===== src/rtl/spi_eeprom_pkg.sv =====
package spi_eeprom_pkg;

    localparam int ADDR_W     = 9;
    localparam int PAGE_W     = 3;
    localparam int DEPTH      = 1 << ADDR_W;
    localparam int PAGE_BYTES = 1 << PAGE_W;
    localparam int PAGE_IDX_W = ADDR_W - PAGE_W;

    localparam logic [7:0] OP_SR_WRITE  = 8'h01;
    localparam logic [7:0] OP_ARR_WRITE = 8'h02;
    localparam logic [7:0] OP_ARR_READ  = 8'h03;
    localparam logic [7:0] OP_LATCH_CLR = 8'h04;
    localparam logic [7:0] OP_SR_READ   = 8'h05;
    localparam logic [7:0] OP_LATCH_SET = 8'h06;

    typedef enum logic [2:0] {
        ST_SKIP,
        ST_CMD,
        ST_RADDR,
        ST_RDATA,
        ST_STAT,
        ST_WADDR,
        ST_WDATA,
        ST_WSTAT
    } ee_state_e;

endpackage


===== src/rtl/spi_eeprom_ctrl.sv =====
module spi_eeprom_ctrl
    import spi_eeprom_pkg::*;
#(
    parameter int DELAY_W = 16
) (
    input  logic                       clk,
    input  logic                       rst_n,
    input  logic                       sclk_rise,
    input  logic                       sclk_fall,
    input  logic                       cs_start,
    input  logic                       cs_end,
    input  logic                       cs_act,
    input  logic                       mosi,
    input  logic [DELAY_W-1:0]         busy_delay,
    input  logic [7:0]                 rd_data,
    output logic [ADDR_W-1:0]          rd_addr,
    output logic                       wr_commit,
    output logic [PAGE_IDX_W-1:0]      wr_page,
    output logic [PAGE_BYTES-1:0]      wr_mask,
    output logic [PAGE_BYTES-1:0][7:0] wr_data,
    output logic                       miso
);

    typedef struct packed {
        ee_state_e                  state;
        logic [2:0]                 bit_cnt;
        logic [6:0]                 sh_in;
        logic [ADDR_W-1:0]          addr;
        logic [7:0]                 tx;
        logic                       miso;
        logic                       wel;
        logic                       wpen;
        logic [2:0]                 bp;
        logic [DELAY_W-1:0]         busy_cnt;
        logic [PAGE_BYTES-1:0][7:0] wbuf;
        logic [PAGE_BYTES-1:0]      wmask;
        logic                       got;
        logic                       sr_wpen;
        logic [2:0]                 sr_bp;
        logic                       commit;
    } ctrl_t;

    ctrl_t q, d;

    logic       busy;
    logic [7:0] byte_in;
    logic [7:0] op_base;
    logic [7:0] status;

    assign busy    = (q.busy_cnt != '0);
    assign byte_in = {q.sh_in, mosi};
    assign op_base = {byte_in[7:4], 1'b0, byte_in[2:0]};
    assign status  = {q.wpen, 2'b00, q.bp, q.wel, busy};

    always_comb begin
        if (q.state == ST_RADDR) begin
            rd_addr = {q.addr[ADDR_W-1], byte_in};
        end else begin
            rd_addr = q.addr;
        end
    end

    always_comb begin
        d        = q;
        d.commit = 1'b0;
        if (busy) begin
            d.busy_cnt = q.busy_cnt - 1'b1;
        end

        if (cs_start) begin
            d.state   = ST_CMD;
            d.bit_cnt = '0;
            d.wmask   = '0;
            d.got     = 1'b0;
        end else if (cs_end) begin
            if ((q.bit_cnt == '0) && q.got
                && ((q.state == ST_WDATA) || (q.state == ST_WSTAT))) begin
                if (q.state == ST_WDATA) begin
                    d.commit = 1'b1;
                end else begin
                    d.wpen = q.sr_wpen;
                    d.bp   = q.sr_bp;
                end
                d.wel      = 1'b0;
                d.busy_cnt = busy_delay;
            end
            d.state = ST_SKIP;
        end else if (cs_act) begin
            if (sclk_rise) begin
                d.sh_in   = byte_in[6:0];
                d.bit_cnt = q.bit_cnt + 1'b1;
                if (q.bit_cnt == 3'd7) begin
                    unique case (q.state)
                        ST_CMD: begin
                            d.state = ST_SKIP;
                            if (byte_in == OP_SR_READ) begin
                                d.state = ST_STAT;
                                d.tx    = status;
                            end else if (!busy) begin
                                if (byte_in == OP_LATCH_SET) begin
                                    d.wel = 1'b1;
                                end else if (byte_in == OP_LATCH_CLR) begin
                                    d.wel = 1'b0;
                                end else if (byte_in == OP_SR_WRITE) begin
                                    if (q.wel) d.state = ST_WSTAT;
                                end else if (op_base == OP_ARR_READ) begin
                                    d.state            = ST_RADDR;
                                    d.addr[ADDR_W-1]   = byte_in[3];
                                end else if (op_base == OP_ARR_WRITE) begin
                                    if (q.wel) begin
                                        d.state          = ST_WADDR;
                                        d.addr[ADDR_W-1] = byte_in[3];
                                    end
                                end
                            end
                        end
                        ST_RADDR, ST_RDATA: begin
                            d.state = ST_RDATA;
                            d.tx    = rd_data;
                            d.addr  = rd_addr + 1'b1;
                        end
                        ST_STAT: begin
                            d.tx = status;
                        end
                        ST_WADDR: begin
                            d.addr[7:0] = byte_in;
                            d.state     = ST_WDATA;
                        end
                        ST_WDATA: begin
                            d.wbuf[q.addr[PAGE_W-1:0]]  = byte_in;
                            d.wmask[q.addr[PAGE_W-1:0]] = 1'b1;
                            d.addr[PAGE_W-1:0]          = q.addr[PAGE_W-1:0] + 1'b1;
                            d.got                       = 1'b1;
                        end
                        ST_WSTAT: begin
                            if (!q.got) begin
                                d.sr_wpen = byte_in[7];
                                d.sr_bp   = byte_in[4:2];
                                d.got     = 1'b1;
                            end
                        end
                        default: begin
                        end
                    endcase
                end
            end else if (sclk_fall) begin
                d.miso = q.tx[7];
                d.tx   = {q.tx[6:0], 1'b0};
            end
        end
    end

    always_ff @(posedge clk or negedge rst_n) begin
        if (!rst_n) begin
            q          <= '0;
            q.state    <= ST_SKIP;
        end else begin
            q <= d;
        end
    end

    assign wr_commit = q.commit;
    assign wr_page   = q.addr[ADDR_W-1:PAGE_W];
    assign wr_mask   = q.wmask;
    assign wr_data   = q.wbuf;
    assign miso      = q.miso;

    logic                  miso_q_w;
    logic                  wel_q_w;
    logic [DELAY_W-1:0]    busy_cnt_w;
    logic [PAGE_IDX_W-1:0] page_w;
    logic                  in_wdata;
    assign miso_q_w   = q.miso;
    assign wel_q_w    = q.wel;
    assign busy_cnt_w = q.busy_cnt;
    assign page_w     = q.addr[ADDR_W-1:PAGE_W];
    assign in_wdata   = (q.state == ST_WDATA);

    assert_commit_needs_latch_R4: assert property (@(posedge clk) disable iff (!rst_n)
        wr_commit |-> $past(wel_q_w));

    assert_page_held_R5: assert property (@(posedge clk) disable iff (!rst_n)
        (in_wdata && $past(in_wdata)) |-> $stable(page_w));

    assert_busy_countdown_R7: assert property (@(posedge clk) disable iff (!rst_n)
        (busy_cnt_w != '0) |=> (busy_cnt_w == $past(busy_cnt_w) - 1'b1));

    assert_latch_rise_idle_R7: assert property (@(posedge clk) disable iff (!rst_n)
        $rose(wel_q_w) |-> ($past(busy_cnt_w) == '0));

    assert_miso_after_fall_R11: assert property (@(posedge clk) disable iff (!rst_n)
        !$stable(miso_q_w) |-> $past(sclk_fall));

endmodule


===== config.mk =====
export PLATFORM = sky130hd
export DESIGN_NAME = spi_eeprom_ctrl
export DESIGN_NICKNAME = d
export VERILOG_FILES = /design/src/rtl/spi_eeprom_pkg.sv /design/src/rtl/spi_eeprom_ctrl.sv
export SDC_FILE = /design/constraint.sdc
export NUM_CORES = 1
export LEC_CHECK = 0
export ABC_AREA = 1
export BUFFER_PORTS_ARGS = -buffer_cell sky130_fd_sc_hd__buf_2
export CAP_MARGIN = 10
export CORE_AREA = 5 5 125 127
export CTS_CLUSTER_SIZE = 12
export DETAILED_ROUTE_END_ITERATION = 12
export DIE_AREA = 0 0 130 132
export PLACE_DENSITY_LB_ADDON = 0.12
export REMOVE_ABC_BUFFERS = 1
export SYNTH_ARGS = -nofsm -noshare
export SYNTH_HDL_FRONTEND = slang
export SYNTH_SLANG_ARGS = --single-unit

===== constraint.sdc =====
create_clock -name clk -period 5.3 [get_ports clk]
set_clock_uncertainty 0.15 [all_clocks]
set_input_delay 0 -clock clk [delete_from_list [all_inputs] [get_ports clk]]
set_output_delay 0 -clock clk [all_outputs]
set_load 0.1 [all_outputs]

==> metrics.cfg <==
[outcome]
outcome=complete, no violations

[logic_synthesis]
synth_top_family_by_area=simple AND/OR/NAND/NOR gates
synth_fa_ha_area_frac=0.0107
synthSimpleGateAreaFrac=0.255
synth_seq_area_share=0.462
yosysTopAreaCellShare=0.462
synthArstFlopShare=1.00
synth_cells=838
synth_edf_count=0
synth.area.mux_share=0.00302
synth.most_common_cell=nand2_1
synthFlopType=dfrtp_1
ys_warn_count=0
syn_avg_cell_area_um2=8.39
synth_compound_area_frac=0.110
synth-seq-cells=130
synth.distinct_cells=40
netlist_area_um2=7030
netlist.top_cell.by_area=dfrtp_1
synth_xor_area_frac=0.0137
synthTopCellsByCount=nand2_1, dfrtp_1, buf_4, nor2_1, o21ai_1
yosys-top-cells-area=dfrtp_1, nand2_1, buf_4

[worst_setup_path]
cp-end-kind=flip-flop
path_max_fanout=23
cp_common_cell=nand2_1
path_class=flip-flop to flip-flop
cpMaxStageDelayCell=dfrtp_1
worstPathArrival_ns=3.12
critPathRequiredTime_ns=5.45
path_cells=nand2_2 > inv_2 > nand4_1 > nor3_4 > inv_2 > nand2_1 > nand2_1 > nand2_1 > o21ai_0 > dlygate4sd3_1
cp-start-kind=flip-flop
cpPeakStageDelay_ns=0.63

[sta]
period_share=0.560
max_freq_ghz=0.337
min_period_ns=2.97
timing.final.ws_setup_ns=2.33
drv_slew=0
grt_setup_unrepaired=false
fin_tns_setup_ns=0
setup_violations=0
hold_violations=0
relSlewSlack=0.273
worst_slew_pin_slew_ns=1.09

[cells_and_area]
fin_util=0.567
design_area_um2=8120
fin_nets=953
antenna_cells=0
syn_to_final_growth_pct=15.4
drive_gt1_frac=0.219

[route]
wl_um=16900
routed_via_density=5.03
drtIter0Drc=299
num_vias=5596
wire_per_inst_um=15.2
drc=0
dr.pass1.iters=5
ant_nets=0

[floorplan]
row_count=44
ios=121
coreArea_um2=14300
start_util=0.491
die-height_um=132
die_area_um2=17200
die_w_um=130

[power]
clkPwrFrac=0.451
powerDensity_nw_per_um2=317
p_seq_frac=0.431
p_switching_w=0.000752
p_comb_frac=0.118
p_int_w=0.00182
total_power_w=0.00257
power_switching_share=0.292
ir_worst_vdd_mv=0.210
p_leak_nw=4.24

[clock_tree]
clkTransAtPathRegs_ns=0.07
cts_buffers=17
post-cts-setup-buffers=0
clock_tree.buffer_depth=2
worstSkewPairLatency_ns=0.42
cts.sinks=130
cts_tree=yes
htree_num_levels=4
root_buffer=clkbuf_16
hold_buffers=46
cts_resized=0

[grt]
grt_overflow_total=0
track_usage=0.205
grt_max_degree=80
grt_pass1_wl_um=27900
antenna_found_initial=0
grt_pass1_vias=5529

[place]
portBuffers=120
hpwl_um=11500
placed_area_um2=7070
place_ws_ns=2.74
routabilityCongestion=0.890

[worst_hold_path]
holdCritPathClass=input pin to flip-flop

[flow_run]
max_cap_violations=0

power groups by stage:
stage               Clock [W]  Sequential, W  Combinational, W
finish                0.00116        0.00111          0.000303
global route          0.00123        0.00112          0.000346
CTS                   0.00119        0.00111          0.000306
detailed placement          0        0.00112          0.000282
global placement            0        0.00112          0.000276
floorplan                   0        0.00112          0.000177
final cells by class:
cell class                 instances  area [µm²]
clock buffer                      17         425
clock inverter                    15         159
fill                            1347        6200
inverter                          57         214
multi-input combinational        542        2770
sequential                       130        3250
tap                              184         230
timing repair buffer             167        1070
kinds of logic after synthesis:
family / Yosys count
AOI/OAI and AO/OA: 140
xor gates and xnor gates: 11
adders and majority gates: 6
buffers and inverters: 166
DFF: 130
muxes: 2
and+or+nand+nor: 383
worst max-delay path: cells and delay by family (launching register included):
family | cells | cell delay [ns]
simple gates | 6 | 1.03
buf+inv | 3 | 0.98
flops | 1 | 0.63
compound gates | 1 | 0.07
stage by stage:
step / hold WS (ns) / instances
4_1_cts: 0.00912 / 1112
3_5_place_dp: 0.0708 / 1034
6_report: 0.0324 / 1112
2_1_floorplan: -0.446 / 729
3_3_place_gp: 0.0631 / 1034
5_1_grt: 0.0520 / 1112
metal layers:
layer  vias to the layer above  routed length [µm]  GRT usage  share of wire
met5                         -                   0          0              0
met2                       171                7960      0.323           0.47
met3                        25                1200     0.0665          0.071
met4                         0                 228     0.0629          0.014
met1                      2615                7500      0.270           0.44
li1                       2785                   -          -              -
cell usage in the layout (no fill, tap or decap), types with 2 or more instances in the layout:
cell / instances
xor2_1: 8
nand4_1: 5
nor2_8: 3
nand2_4: 3
a21oi_1: 29
nor2_1: 72
nand2_2: 9
inv_2: 6
a221oi_1: 6
dlygate4sd3_1: 46
xnor2_1: 3
o22ai_1: 2
o21ai_1: 57
inv_6: 7
clkbuf_16: 17
inv_8: 4
buf_2: 119
ha_1: 6
o21ai_2: 9
nand3_1: 33
buf_4: 2
nor2_4: 2
nand2_1: 231
nand3_2: 4
o21ai_0: 32
dfrtp_1: 130
nor2_2: 3
clkinvlp_4: 3
a32o_1: 2
inv_1: 50
nor3_1: 7
nand4_4: 7
worst paths after layout:
kind,startpoint,to,slack [ns],cells past startpoint
worst max register to register,q[129]$_DFFE_PN0P_,wel_q_w$_DFFE_PN0P_,2.33,10
worst max-delay path,q[129]$_DFFE_PN0P_,wel_q_w$_DFFE_PN0P_,2.33,10
worst min-delay path,sclk_rise,q[100]$_DFFE_PN0P_,0.03,5
worst min register to register,wr_mask[6]$_DFFE_PN0P_,wr_mask[6]$_DFFE_PN0P_,0.33,2
min in group asynchronous,rst_n,q[103]$_DFFE_PN0P_,0.10,2
max in group asynchronous,rst_n,async pin,3.68,3
(Power assumes the default switching activity.)
